File: src/rtl/wdt_pkg.sv
package wdt_pkg;
    localparam int unsigned ADDR_W  = 12;
    localparam int unsigned DATA_W  = 32;
    localparam int unsigned COUNT_W = 64;

    localparam logic [ADDR_W-1:0] A_CS      = 12'h000;
    localparam logic [ADDR_W-1:0] A_OFS_LO  = 12'h008;
    localparam logic [ADDR_W-1:0] A_OFS_HI  = 12'h00C;
    localparam logic [ADDR_W-1:0] A_CMP_LO  = 12'h010;
    localparam logic [ADDR_W-1:0] A_CMP_HI  = 12'h014;
    localparam logic [ADDR_W-1:0] A_ID      = 12'hFCC;
    localparam logic [ADDR_W-1:0] A_REFRESH = 12'h000;

    // packed order puts en at bit 0, warn at bit 1, rst at bit 2
    typedef struct packed {
        logic rst;
        logic warn;
        logic en;
    } wdt_status_t;

    function automatic logic [DATA_W-1:0] id_word(input int unsigned ver,
                                                  input int unsigned impl);
        logic [DATA_W-1:0] w;
        w        = '0;
        w[19:16] = 4'(ver);
        w[11:0]  = 12'(impl);
        return w;
    endfunction

    function automatic logic [15:0] hi_mask(input int unsigned ver);
        return (ver == 0) ? 16'h0000 : 16'hFFFF;
    endfunction
endpackage

File: src/rtl/wdt_offset_reg.sv
module wdt_offset_reg
    import wdt_pkg::*;
#(
    parameter int unsigned VERSION = 1
) (
    input  logic                clk,
    input  logic                rst,
    input  logic                wr_lo,
    input  logic                wr_hi,
    input  logic [DATA_W-1:0]   wdata,
    output logic [COUNT_W-1:0]  ofs,
    output logic [DATA_W-1:0]   rd_lo,
    output logic [DATA_W-1:0]   rd_hi
);
    localparam logic [15:0] HI_MASK = hi_mask(VERSION);

    logic [DATA_W-1:0] lo_q;
    logic [15:0]       hi_q;

    always_ff @(posedge clk) begin
        if (rst) begin
            lo_q <= '0;
            hi_q <= '0;
        end else begin
            if (wr_lo) lo_q <= wdata;
            if (wr_hi) hi_q <= wdata[15:0] & HI_MASK;
        end
    end

    assign ofs   = {16'h0000, hi_q, lo_q};
    assign rd_lo = lo_q;
    assign rd_hi = {16'h0000, hi_q};
endmodule

File: src/rtl/wdt_stage_fsm.sv
module wdt_stage_fsm
    import wdt_pkg::*;
(
    input  logic               clk,
    input  logic               rst,
    input  logic               en,
    input  logic               refresh,
    input  logic [COUNT_W-1:0] count,
    input  logic [COUNT_W-1:0] ofs,
    output logic [COUNT_W-1:0] cmp,
    output logic               warn,
    output logic               rst_req
);
    logic [COUNT_W-1:0] next_deadline;
    logic               expired;

    assign next_deadline = count + ofs;
    assign expired       = en && (count >= cmp);

    always_ff @(posedge clk) begin
        if (rst) begin
            cmp     <= '0;
            warn    <= 1'b0;
            rst_req <= 1'b0;
        end else if (refresh) begin
            cmp  <= next_deadline;
            warn <= 1'b0;
        end else if (expired) begin
            if (!warn) begin
                warn <= 1'b1;
                cmp  <= next_deadline;
            end else begin
                rst_req <= 1'b1;
            end
        end
    end
endmodule

File: src/rtl/wdt_two_stage.sv
module wdt_two_stage
    import wdt_pkg::*;
#(
    parameter int unsigned VERSION   = 1,
    parameter int unsigned IMPL_CODE = 12'h5A1
) (
    input  logic               clk,
    input  logic               rst,
    input  logic [63:0]        sys_count,
    input  logic               ctl_wr,
    input  logic [11:0]        ctl_addr,
    input  logic [31:0]        ctl_wdata,
    output logic [31:0]        ctl_rdata,
    input  logic               rfr_wr,
    input  logic [11:0]        rfr_addr,
    input  logic [31:0]        rfr_wdata,
    output logic [31:0]        rfr_rdata,
    output logic               warn_o,
    output logic               rst_req_o
);
    localparam logic [DATA_W-1:0] ID_VAL = id_word(VERSION, IMPL_CODE);

    logic               en_q;
    logic               cs_wr;
    logic               refresh;
    logic [COUNT_W-1:0] ofs64;
    logic [DATA_W-1:0]  ofs_rd_lo;
    logic [DATA_W-1:0]  ofs_rd_hi;
    logic [COUNT_W-1:0] cmp;
    wdt_status_t        status;
    logic               unused_rfr_data;

    assign unused_rfr_data = ^rfr_wdata;

    assign cs_wr   = ctl_wr && (ctl_addr == A_CS);
    assign refresh = cs_wr || (rfr_wr && (rfr_addr == A_REFRESH));

    always_ff @(posedge clk) begin
        if (rst)        en_q <= 1'b0;
        else if (cs_wr) en_q <= ctl_wdata[0];
    end

    wdt_offset_reg #(.VERSION(VERSION)) u_ofs (
        .clk   (clk),
        .rst   (rst),
        .wr_lo (ctl_wr && (ctl_addr == A_OFS_LO)),
        .wr_hi (ctl_wr && (ctl_addr == A_OFS_HI)),
        .wdata (ctl_wdata),
        .ofs   (ofs64),
        .rd_lo (ofs_rd_lo),
        .rd_hi (ofs_rd_hi)
    );

    wdt_stage_fsm u_fsm (
        .clk     (clk),
        .rst     (rst),
        .en      (en_q),
        .refresh (refresh),
        .count   (sys_count),
        .ofs     (ofs64),
        .cmp     (cmp),
        .warn    (warn_o),
        .rst_req (rst_req_o)
    );

    assign status = '{rst: rst_req_o, warn: warn_o, en: en_q};

    always_comb begin
        case (ctl_addr)
            A_CS:     ctl_rdata = {29'h0, status};
            A_OFS_LO: ctl_rdata = ofs_rd_lo;
            A_OFS_HI: ctl_rdata = ofs_rd_hi;
            A_CMP_LO: ctl_rdata = cmp[31:0];
            A_CMP_HI: ctl_rdata = cmp[63:32];
            A_ID:     ctl_rdata = ID_VAL;
            default:  ctl_rdata = '0;
        endcase
    end

    assign rfr_rdata = (rfr_addr == A_ID) ? ID_VAL : '0;
endmodule

File: config.mk
export PLATFORM = sky130hd
export DESIGN_NAME = wdt_two_stage
export DESIGN_NICKNAME = d
export VERILOG_FILES = /design/src/rtl/wdt_pkg.sv /design/src/rtl/wdt_offset_reg.sv /design/src/rtl/wdt_stage_fsm.sv /design/src/rtl/wdt_two_stage.sv
export SDC_FILE = /design/constraint.sdc
export NUM_CORES = 1
export LEC_CHECK = 0
export BUFFER_PORTS_ARGS = -buffer_cell sky130_fd_sc_hd__clkbuf_2
export CAP_MARGIN = 30
export CORE_UTILIZATION = 56
export DETAILED_ROUTE_END_ITERATION = 8
export PLACE_DENSITY = 0.83
export SLEW_MARGIN = 5
export SYNTH_ARGS = -nofsm -noshare
export SYNTH_HDL_FRONTEND = slang
export SYNTH_SLANG_ARGS = --single-unit
File: constraint.sdc
create_clock -name clk -period 3.8 [get_ports clk]
set_input_delay 0.38 -clock clk [delete_from_list [all_inputs] [get_ports clk]]
set_output_delay 0.38 -clock clk [all_outputs]
set_load 0.02 [all_outputs]
== Word level (Yosys, flattened, before mapping) ==
Cells that the tools add are included.

* Flip-flop bits (word level): 115
* Input port bits: 156
* Output and inout bits: 66
* Logic and storage cells: 33

* $add $sub $neg: 1
* Order comparisons: 1
* Equality and inequality tests: 7
* Muxes and demuxes: 5
* Bitwise logic cells: 1
* Reduce and logical (&&, ||, !) cells: 12

{| class="wikitable"
|+ Operators by type and width
! cell !! count
|-
| $mux 64 || 3
|-
| $pmux 32 s6 || 1
|-
| $add 64x48->64 || 1
|-
| $ge 64x64->1 || 1
|-
| $eq 12x12->1 const B || 2
|-
| $eq 12x4->1 const B || 2
|-
| $eq 12x5->1 const B || 2
|-
| $logic_not 12->1 || 2
|-
| $mux 17 || 1
|-
| $logic_and 1x1->1 || 5
|-
| $reduce_and 3->1 || 1
|-
| $ne 2x2->1 const B || 1
|-
| $reduce_and 2->1 || 1
|-
| $reduce_bool 2->1 || 1
|-
| $reduce_or 2->1 || 1
|-
| $logic_or 1x1->1 || 1
|-
| $not 1->1 || 1
|}

== Longest topological paths before layout ==
Gate-level depths: netlist of the first run.

* Word-level depth: 5
* Depth in mapped cells: 14

== Hierarchy ==
From an unflattened synthesis of the first run, not the netlist that was laid out.

* Cell total of the unflattened synthesis: 1483
* Area, all modules: 11557.3 sq um

{| class="wikitable"
|+ Modules (own cells, without submodules)
! module !! times used !! cells each !! area an instance (sq um)
|-
| wdt_stage_fsm || 1 || 1063 || 7637.3
|-
| wdt_offset_reg || 1 || 236 || 2351.0
|-
| wdt_two_stage || 1 || 184 || 1569.0
|}

== Worst setup path before layout of the first run ==
Ideal clock, no wire load.

* Path kind: input-to-reg
* Start: input sys_count[13]
* End: register u_fsm.cmp[40]
* Library setup time: 0.122 ns
* Arrival time: 2.856 ns
* Slack: 0.822 ns
* Stages: 12
* Buffers on the path: 1
* Cells stage by stage: ha_1 a21o_1 a21o_1 a211o_1 a2111oi_4 a2111oi_4 nor4b_4 or2_1 buf_6 nor2_2 a32o_1 a311o_1

* Word-level cells in the longest chain between the ends: 4
* Elaborated cells on any way between the ends: 8
* Those cells by class: 1 x add/sub; 1 x order compare; 3 x mux; 3 x reduce/logical

{| class="wikitable"
|+ RTL lines
! item !! RTL line !! source
|-
| from (decl) || wdt_two_stage.sv:9 || <nowiki>input logic [63:0] sys_count,</nowiki>
|-
| $add 64x48->64 or $ge 64x64->1 (tied branches) || wdt_stage_fsm.sv:17, wdt_stage_fsm.sv:18 ||
|-
| $mux 64 or $logic_and 1x1->1 (tied branches) || wdt_stage_fsm.sv:29, wdt_stage_fsm.sv:18 ||
|-
| $mux 64 or $reduce_bool 2->1 (tied branches) || n/a ||
|-
| $mux 64 or $reduce_and 2->1 (tied branches) || n/a ||
|-
| to (signal assigned) || wdt_stage_fsm.sv:26 || <nowiki>cmp <= next_deadline;</nowiki>
|-
| to (signal assigned) || wdt_stage_fsm.sv:31 || <nowiki>cmp <= next_deadline;</nowiki>
|-
| to (decl) || wdt_stage_fsm.sv:10 || <nowiki>output logic [COUNT_W-1:0] cmp,</nowiki>
|}

Several ways; a longest one is shown, not always the timed one. The select of a mux whose other input is x is not followed.
A chain may end at the register's enable or synchronous reset.

== Worst setup path in the final report of the first run ==
* Start: register u_fsm.cmp[17]
* End: register u_fsm.cmp[56]

* Word-level cells in the longest chain between the ends: 4

{| class="wikitable"
|+ RTL lines
! item !! RTL line !! source
|-
| $ge 64x64->1 || wdt_stage_fsm.sv:18 || <nowiki>assign expired = en && (count >= cmp);</nowiki>
|-
| $logic_and 1x1->1 || wdt_stage_fsm.sv:18 ||
|-
| $reduce_bool 2->1 (no line) || n/a ||
|-
| $reduce_and 2->1 (no line) || n/a ||
|}

No other way between the ends.

==> results of run 1 <==
## worst max path at each step
stage / from / endpoint / slack, ns / depth (start not counted)
2_1_floorplan: sys_count[13] / u_fsm.cmp[40] / 0.82 / 12
3_3_place_gp: sys_count[61] / u_fsm.cmp[56] / 0.27 / 11
3_5_place_dp: sys_count[12] / u_fsm.cmp[55] / 0.20 / 13
4_1_cts: u_fsm.cmp[17] / u_fsm.cmp[56] / 0.28 / 11
5_1_grt: u_ofs.rd_lo[12] / u_fsm.cmp[53] / 0.04 / 12
6_report: u_fsm.cmp[17] / u_fsm.cmp[56] / 0.23 / 11
## worst max-delay path, stage by stage (launching register included)
cell	delay [ns]
dfxtp_1	0.37
inv_1	0.07
ha_1	0.29
a21oi_1	0.07
o21ai_1	0.24
a41oi_1	0.13
or4b_4	0.58
a2111oi_4	0.37
nor4b_4	0.10
or2_2	0.42
or3_1	0.52
o221a_1	0.28
## registers in the layout, indices dropped and copies added, names as in the netlist
name           cells
u_fsm.rst_req      1
u_ofs.hi_q        16
u_fsm.warn         1
en_q               1
u_fsm.cmp         64
u_ofs.rd_lo       32
## cells in the mapped netlist, types with 6 or more instances
library cell,n,area (um^2)
buf_2,14,70.07
ha_1,112,1401
a21oi_1,177,885.9
and3_1,11,68.82
and2_1,12,75.07
o21bai_1,9,67.56
buf_4,32,240.2
xnor2_1,23,201.4
dfxtp_1,115,2302
or3_1,16,100.1
nand4_1,27,168.9
nand3_1,16,80.08
o211ai_1,8,60.06
nor3_1,13,65.06
a22oi_1,15,112.6
xor2_1,17,148.9
clkbuf_1,43,161.4
nor4_1,12,75.07
o21a_1,6,45.04
inv_1,88,330.3
a21o_1,39,292.8
nor2_1,63,236.5
o22ai_1,13,81.33
o21ai_0,77,385.4
nand2b_1,7,43.79
a211oi_1,12,90.09
nand2_1,240,900.9
mux2i_1,28,280.3
a31oi_1,16,100.1
## per-layer routing
layer  track usage  vias up
li1              -     5063
met3       0.06006      101
met1        0.4651     5018
met4        0.1979        0
met2        0.5948      602
met5             0        -
## cell type report
class	count	area [um^2]
sequential	115	2302
clock inverter	10	202.7
tap	225	281.5
inverter	88	330.3
timing repair buffer	203	1131
clock buffer	21	470.5
fill	1501	5675
multi-input combinational	1075	6843
## cells by family after synthesis
kind of cell,after synthesis,synth area share
and+or+nand+nor,441,0.2060
other,1,0.0003797
adders and majority gates,113,0.1439
DFF,115,0.2331
AOI/OAI and AO/OA,423,0.2642
xor gates and xnor gates,40,0.03547
muxes,32,0.03294
buffers and inverters,182,0.08400
## what timing repair did
action	CTS	global route
setup buffers	0	0
hold buffers	0	0
endpoints found under the setup margin	0	3
resized for setup	0	1
## power groups by stage
stage               Sequential [mW]  Combinational [mW]  Clock (mW)
floorplan                      1.23               0.249           0
finish                         1.21               0.396        1.87
detailed placement             1.23               0.382           0
global route                   1.21               0.432        1.93
global placement               1.23               0.373           0
CTS                            1.21               0.387        1.87
## through the flow
stage               hold slack [ns]  worst slack [ns]  instance area [um^2]    util
floorplan                    0.4319            0.8224                  9970       -
global placement             0.4433            0.2721                 10890  0.6317
detailed placement           0.4506            0.2043                 10890  0.6317
CTS                          0.1681            0.2803                 11560  0.6707
global route                 0.1888           0.03540                 11560  0.6707
finish                       0.1740            0.2292                 11560  0.6707
## placed cells by master (no fill, tap or decap), drive strengths merged, types with 15 or more instances in the layout
cell type / instances
nand2: 240
clkbuf: 183
a21oi: 177
nand3: 16
xor2: 17
nor2: 65
dfxtp: 115
nand4: 27
xnor2: 23
inv: 88
a31oi: 16
ha: 112
or3: 16
buf: 41
mux2i: 28
a22oi: 15
conb: 26
o21ai: 82
a21o: 39
==> impl_metrics.ini, run 1 <==
[status]
status = completed

[timing]
finalSetupTns_ns = 0
max_freq_mhz = 280.0
slew_violations = 0
relSlewSlack = 0.4490
fin_worst_skew_ns = 0.007161
hold_violations = 0
setup_violations = 0
rsz0062_at_grt = false
tightest_slew_ns = 0.8242
fin_crit_ns = 3.571
period_share = 0.9397

[worst_hold_path]
min_to = u_ofs.rd_lo[16]
holdCritStartpoint = ctl_wdata[16]
hold_depth = 3
hold_path.class = in -> reg

[power_and_ir_drop]
intPower_mw = 2.631
vdd_drop_max_mv = 0.3095
combPwrFrac = 0.114
p_per_area_nw_per_um2 = 300.6
power_switching_mw = 0.8444
sw_frac_of_total = 0.2430
p_clk_frac = 0.539
cellLeakagePower_nw = 4.865
p_total_mw = 3.475
seqPwrFrac = 0.347

[global_route]
antenna_found_initial = 0
track_usage = 0.3667
grt_overflow = 0
grt_max_degree = 58
grt_pass1_wl_um = 51390
first_global_vias = 9834

[place]
place_hpwl_um = 25440
placedCellCount = 1706
numPortBuffers = 163
place_congestion = 1.014

[clock_network]
cts_buffers = 17
htree_levels = 4
cts_root_buf = clkbuf_16
cts_tree = done
clock_sinks = 115
clk-insertion-delay-late_ns = 0.43
max-clock-path-buffers = 2
path_clk_slew_ns = 0.05

[routing]
wl_per_cell_um = 18.97
top_layer = met4
drt-total-wl_um = 32940
via_per_inst = 6.208
drc = 0
ant_nets = 0
drt-pass1-iter-count = 5
wl_met2_um = 14880
initialDrtViolationCount = 965
drt-met1-wl_um = 13510
wl_met3_um = 2848
vias = 10780

[finish]
drive_gt1_frac = 0.1687
n_antenna_cell = 0
fin_nets = 1769
area_delta_synth_final_pct = 17.07
final_cells = 1737

[logic_synthesis]
synth-seq-cells = 115
netlist_instances = 1347
ys_warn_count = 0
synth.distinct_cells = 75
async_flop_share = 0
ys_seq_area_frac = 0.2331
syn_avg_cell_area_um2 = 7.332
synth_area_um2 = 9876
synth_edf_count = 0
ys.flop_type = dfxtp_1

[worst_setup_path]
worstPathArrival_ns = 3.89
endpoint_kind = flip-flop
r2r_setup_slack_ns = 0.23
worstReg2RegStart = u_fsm.cmp[17]
crit_fanout = 6
cp.required_ns = 4.12
rr_worst_depth = 11
r2r_end = u_fsm.cmp[56]
startpoint_type = flip-flop
path_class = reg -> reg

[floorplan]
fp.dieH_um = 134.8
die-area_um2 = 18170
io_pins = 222
rows = 48
initial_core_util = 0.5730
die_x_um = 134.8
core_area_um2 = 17240

[run]
drv_cap = 0
Note: power is estimated with default switching activity, not from simulation.
==> run 2: changes to the inputs <==
--- a/config.mk
+++ b/config.mk
@@ -7,10 +7,10 @@
 export LEC_CHECK = 0
 export BUFFER_PORTS_ARGS = -buffer_cell sky130_fd_sc_hd__clkbuf_2
 export CAP_MARGIN = 30
-export CORE_UTILIZATION = 56
+export CORE_UTILIZATION = 40
 export DETAILED_ROUTE_END_ITERATION = 8
-export PLACE_DENSITY = 0.83
-export SLEW_MARGIN = 5
+export PLACE_DENSITY = 0.63
+export SLEW_MARGIN = 0
 export SYNTH_ARGS = -nofsm -noshare
 export SYNTH_HDL_FRONTEND = slang
 export SYNTH_SLANG_ARGS = --single-unit
==> run 2 against run 1 <==
Against the previous run: critical endpoint unchanged; cell count is 5.4% higher; core utilization is 19 points lower; fmax is 0.73% higher; sequential power hardly changed; routed wire length is 3.3% higher; combinational power hardly changed; highest routed layer unchanged; cell area is 0.21% higher; via count is 4.9% lower; register-to-register slack better by 0.03 ns; hold slack worse by 0.0012 ns; critical path depth stayed put; critical path type unchanged.
==> impl_metrics.ini, run 2 (same netlist as run 1, synthesis figures left out) <==
[status]
status = completed

[routing]
vias = 10260
ant_nets = 0
drt-pass1-iter-count = 5
wl_met2_um = 15340
wl_per_cell_um = 18.59
drt-total-wl_um = 34050
via_per_inst = 5.601
drt-met1-wl_um = 15470
wl_met3_um = 2107
initialDrtViolationCount = 865
drc = 0
top_layer = met4

[finish]
area_delta_synth_final_pct = 17.31
n_antenna_cell = 0
fin_util = 0.4778
largest_register_ffs = 64
final_cell_area_um2 = 11580
layout_commonest_cell = nand2_1
top_register = u_fsm.cmp
layout_common_cells = nand2_1 (240), a21oi_1 (177), clkbuf_2 (162), dfxtp_1 (115), ha_1 (112)
fin_nets = 1763
drive_gt1_frac = 0.1666
final_cells = 1831

[clock_network]
cts_root_buf = clkbuf_16
cts_tree = done
cts_buffers = 17
htree_levels = 4
cts_setup_buffers = 0
path_clk_slew_ns = 0.06
clock_sinks = 115
clk-insertion-delay-late_ns = 0.43
postCtsHoldBufs = 0
max-clock-path-buffers = 2
cts_resized = 0

[place]
place_congestion = 0.9873
place_hpwl_um = 26750
dp_slack_ns = 0.1746
placed_area_um2 = 10980
placedCellCount = 1799
numPortBuffers = 163

[timing]
hold_violations = 0
worst_slack_ns = 0.2551
slew_violations = 0
period_share = 0.9329
setup_violations = 0
finalSetupTns_ns = 0
holdWs_ns = 0.1728
fin_crit_ns = 3.545
rsz0062_at_grt = false
tightest_slew_ns = 0.8291
relSlewSlack = 0.4457
fin_worst_skew_ns = 0.01185
max_freq_mhz = 282.1

[worst_setup_path]
r2r_end = u_fsm.cmp[56]
endpoint_kind = flip-flop
worstReg2RegStart = u_fsm.cmp[63]
cp.required_ns = 4.13
rr_worst_depth = 11
crit_fanout = 10
worstPathArrival_ns = 3.87
startpoint_type = flip-flop
r2r_setup_slack_ns = 0.26
path_class = reg -> reg

[power_and_ir_drop]
p_total_mw = 3.289
cellLeakagePower_nw = 4.801
p_per_area_nw_per_um2 = 283.9
vdd_drop_max_mv = 0.2325

[floorplan]
core_area_um2 = 24250
fp.dieH_um = 159.1
rows = 57
die-area_um2 = 25320
initial_core_util = 0.4073
die_x_um = 159.1
io_pins = 222

[worst_hold_path]
holdCritStartpoint = ctl_wdata[30]
hold_depth = 3
min_to = u_ofs.rd_lo[30]
hold_path.class = in -> reg

[global_route]
track_usage = 0.2659
grt_max_degree = 60
antenna_found_initial = 0
grt_overflow = 0
first_global_vias = 9660
grt_pass1_wl_um = 52650

[run]
drv_cap = 0
## run 2: routing by layer
| layer | track usage | vias to the layer above |
|---|---|---|
| met4 | 0.1023 | 0 |
| met1 | 0.3588 | 4757 |
| li1 | - | 5040 |
| met2 | 0.4278 | 404 |
| met5 | 0 | - |
| met3 | 0.03803 | 55 |
## run 2: area by class of cell
| cell class | instances | area, um^2 |
|---|---|---|
| fillers | 2484 | 12660 |
| inverters | 88 | 330.3 |
| repair buffers | 197 | 1099 |
| clock buffers | 17 | 425.4 |
| flip-flops and latches | 115 | 2302 |
| well taps | 324 | 405.4 |
| multi-input cells | 1075 | 6843 |
| clock inverters | 15 | 180.2 |
## run 2: how the worst max path moves through the flow
stage / startpoint / to / slack, ns
5_1_grt: u_ofs.rd_lo[0] / u_fsm.cmp[62] / 0.02
3_5_place_dp: sys_count[61] / u_fsm.cmp[56] / 0.17
6_report: u_fsm.cmp[63] / u_fsm.cmp[56] / 0.26
4_1_cts: u_fsm.cmp[63] / u_fsm.cmp[56] / 0.25
2_1_floorplan: sys_count[13] / u_fsm.cmp[40] / 0.82
3_3_place_gp: sys_count[61] / u_fsm.cmp[56] / 0.17
## run 2: worst max-delay path, cell delays in order, from the launching register on
cell and delay [ns]:
dfxtp_1 0.38, inv_1 0.06, ha_1 0.30, nand4_1 0.15, nor4_2 0.43, nand2_1 0.18, or2_1 0.29, a2111oi_4 0.30
nor4b_4 0.10, or2_2 0.45, or3_1 0.52, o221a_1 0.27
## run 2: where the power goes
group | switching (mW) | internal, mW | leakage, nW
combinational | 0.244 | 0.152 | 3.58
sequential | 0.000219 | 1.21 | 0.926
clock | 0.651 | 1.04 | 0.290
==> run 3: changes to the inputs <==
--- a/config.mk
+++ b/config.mk
@@ -5,11 +5,11 @@
 export SDC_FILE = /design/constraint.sdc
 export NUM_CORES = 1
 export LEC_CHECK = 0
+export ABC_AREA = 1
 export BUFFER_PORTS_ARGS = -buffer_cell sky130_fd_sc_hd__clkbuf_2
-export CAP_MARGIN = 30
 export CORE_UTILIZATION = 40
 export DETAILED_ROUTE_END_ITERATION = 8
-export PLACE_DENSITY = 0.63
+export PLACE_DENSITY = 0.62
 export SLEW_MARGIN = 0
 export SYNTH_ARGS = -nofsm -noshare
 export SYNTH_HDL_FRONTEND = slang
==> run 3 against run 2 <==
Against the previous run: hold slack better by 0.034 ns; total power rose by 0.66%; largest power group unchanged; critical path type unchanged; sequential share of layout area fell by 2.2 points.
==> impl_metrics.ini, run 3 <==
[status]
status = completed

[timing]
setup_violations = 0
relSlewSlack = 0.2942
slew_violations = 0
holdWs_ns = 0.2073
rsz0062_at_grt = false
fin_crit_ns = 3.032
hold_violations = 0
fin_worst_skew_ns = 0.01614
finalSetupTns_ns = 0
max_freq_mhz = 329.8
period_share = 0.7980
tightest_slew_ns = 1.059

[power_and_ir_drop]
p_clk_frac = 0.506
vdd_drop_max_mv = 0.2575
sw_frac_of_total = 0.2986
p_per_area_nw_per_um2 = 253.9
intPower_mw = 2.322
cellLeakagePower_nw = 6.520
combPwrFrac = 0.130
power_switching_mw = 0.9885
seqPwrFrac = 0.364

[logic_synthesis]
synth.top_cells.by_count = nand2_1 (497), inv_1 (262), a21oi_1 (231), nor2_1 (226), nand3_1 (146)
synth_area_um2 = 11400
synth-seq-cells = 115
syn_avg_cell_area_um2 = 5.903
ys_seq_area_frac = 0.2019
synth_edf_count = 0
ys.flop_type = dfxtp_1
yosys-top-cells-area = dfxtp_1 (20%), nand2_1 (16%), ha_1 (12%)
synth.most_common_cell = nand2_1
netlist_instances = 1932
async_flop_share = 0
synth.distinct_cells = 38
ys_warn_count = 0
yosys.area.top_type_share = 0.2019
synth_top_area_cell = dfxtp_1

[place]
placedCellCount = 2428
place_hpwl_um = 39220
numPortBuffers = 163
place_congestion = 1.032

[worst_setup_path]
crit_path_top_delay_cell = a21oi_1
endpoint_kind = flip-flop
crit_family = simple AND/OR/NAND/NOR gates
crit_chain = ha_1 -> a21oi_1 -> nand2_1 -> nand2_1 -> nand2_1 -> nand2_1 -> nand2_1 -> nand3_1 -> nand2_1 -> nand2_1 -> nand2_1 -> nand2_1 -> nand2_1 -> a21oi_1 -> nor2_1
crit_top_cell = nand2_1
crit_buf_inv = 0
crit_fanout = 4
cp.required_ns = 4.11
r2r_end = u_fsm.cmp[43]
rr_worst_depth = 15
path_class = reg -> reg
worstReg2RegStart = u_ofs.rd_lo[2]
r2r_setup_slack_ns = 0.77
startpoint_type = flip-flop
max_stage_delay_ns = 0.40
worstPathArrival_ns = 3.34

[worst_hold_path]
min_to = u_ofs.rd_lo[22]
hold_path.class = in -> reg
holdCritStartpoint = ctl_wdata[22]
hold_depth = 3

[finish]
drive_gt1_frac = 0.1052
n_antenna_cell = 0
fin_nets = 2338
multi_input_comb_area_um2 = 7714
layout_commonest_cell = nand2_1
ff_latch_area_um2 = 2302
final_cells = 2460
largest_register_ffs = 64
layout_common_cells = nand2_1 (497), inv_1 (261), a21oi_1 (231), nor2_1 (226), clkbuf_2 (163)
nFillCells = 3115
area_delta_synth_final_pct = 14.33
top_register = u_fsm.cmp

[clock_network]
postCtsHoldBufs = 0
cts_resized = 0
cts_root_buf = clkbuf_16
path_clk_slew_ns = 0.07
cts_setup_buffers = 0
cts_tree = done
cts_buffers = 17
clk-insertion-delay-late_ns = 0.43
htree_levels = 4
max-clock-path-buffers = 2
clock_sinks = 115

[global_route]
grt_overflow = 0
first_global_vias = 12010
grt_pass1_wl_um = 71370
track_usage = 0.3309
grt_max_degree = 95
antenna_found_initial = 0

[run]
drv_cap = 0

[routing]
drt-total-wl_um = 47950
initialDrtViolationCount = 1227
drc = 0
vias = 13190
wl_per_cell_um = 19.49
ant_nets = 0
via_per_inst = 5.360
drt-pass1-iter-count = 6

[floorplan]
fp.dieH_um = 170.9
initial_core_util = 0.4083
die-area_um2 = 29190
die_x_um = 170.9
io_pins = 222
core_area_um2 = 27930
rows = 61
## run 3: cell count changes after synthesis, sizes merged, moves of 15 or more
cell	before	now
nand2	240	498
inv	88	263
nor2	65	226
nand3	16	147
a21oi	177	231
a21o	39	3
mux2i	28	0
o21ai	82	108
xnor2	23	1
xor2	17	35
or3	16	0
a22oi	15	0
a31oi	16	1
## run 3: cell type report
type	count	area share
Sequential cell	115	0.1766
Tap cell	378	0.03627
Timing Repair Buffer	181	0.07485
Inverter	264	0.07610
Multi-Input combinational cell	1490	0.5916
Clock inverter	14	0.01171
Clock buffer	18	0.03291
## run 3: cells by family (layout without fill, tap and decap cells)
logic type	Yosys count	after routing	synth area share
buffers and inverters	352	477	0.1312
DFF	115	115	0.2019
adders and majority gates	113	113	0.1246
other	1	26	0.0003288
AOI/OAI and AO/OA	390	390	0.1823
xor gates and xnor gates	36	36	0.02765
and+or+nand+nor	925	925	0.3320
## run 3: how the worst max path moves through the flow
stage	start	to	slack [ns]	depth (start not counted)
floorplan	sys_count[0]	u_fsm.cmp[50]	1.56	15
global placement	sys_count[2]	u_fsm.cmp[43]	0.71	16
detailed placement	sys_count[0]	u_fsm.cmp[44]	0.69	18
CTS	u_ofs.rd_lo[0]	u_fsm.cmp[44]	0.84	17
global route	u_ofs.rd_lo[0]	u_fsm.cmp[44]	0.58	17
finish	u_ofs.rd_lo[2]	u_fsm.cmp[43]	0.77	15
## run 3: per-layer routing
| metal | routed length, um | vias up | GRT usage |
|---|---|---|---|
| li1 | - | 6548 | - |
| met5 | 0 | - | 0 |
| met4 | 2261 | 0 | 0.1568 |
| met2 | 20980 | 625 | 0.5310 |
| met1 | 20970 | 5903 | 0.4323 |
| met3 | 3742 | 109 | 0.05228 |
## run 3: tightest hold or removal path, cell delays in order
cell and delay, ns:
clkbuf_2 0.08, nand3_1 0.07, a21oi_1 0.06
## run 3: power groups by stage
stage | registers, mW | clock network [mW] | logic (mW)
after floorplan | 1.23 | 0 | 0.257
after CTS | 1.21 | 1.69 | 0.423
after global routing | 1.21 | 1.75 | 0.475
final | 1.21 | 1.68 | 0.429
after detailed placement | 1.23 | 0 | 0.420
after global placement | 1.23 | 0 | 0.416
## run 3: through the flow
step | power (mW) | area [um^2] | utilization | worst slack, ns
detailed placement | 1.653 | 12460 | 0.4459 | 0.6945
finish | 3.311 | 13040 | 0.4668 | 0.7676
global route | 3.427 | 13040 | 0.4668 | 0.5784
global placement | 1.649 | 12460 | 0.4459 | 0.7058
CTS | 3.322 | 13040 | 0.4668 | 0.8373
floorplan | 1.490 | 11500 | - | 1.555
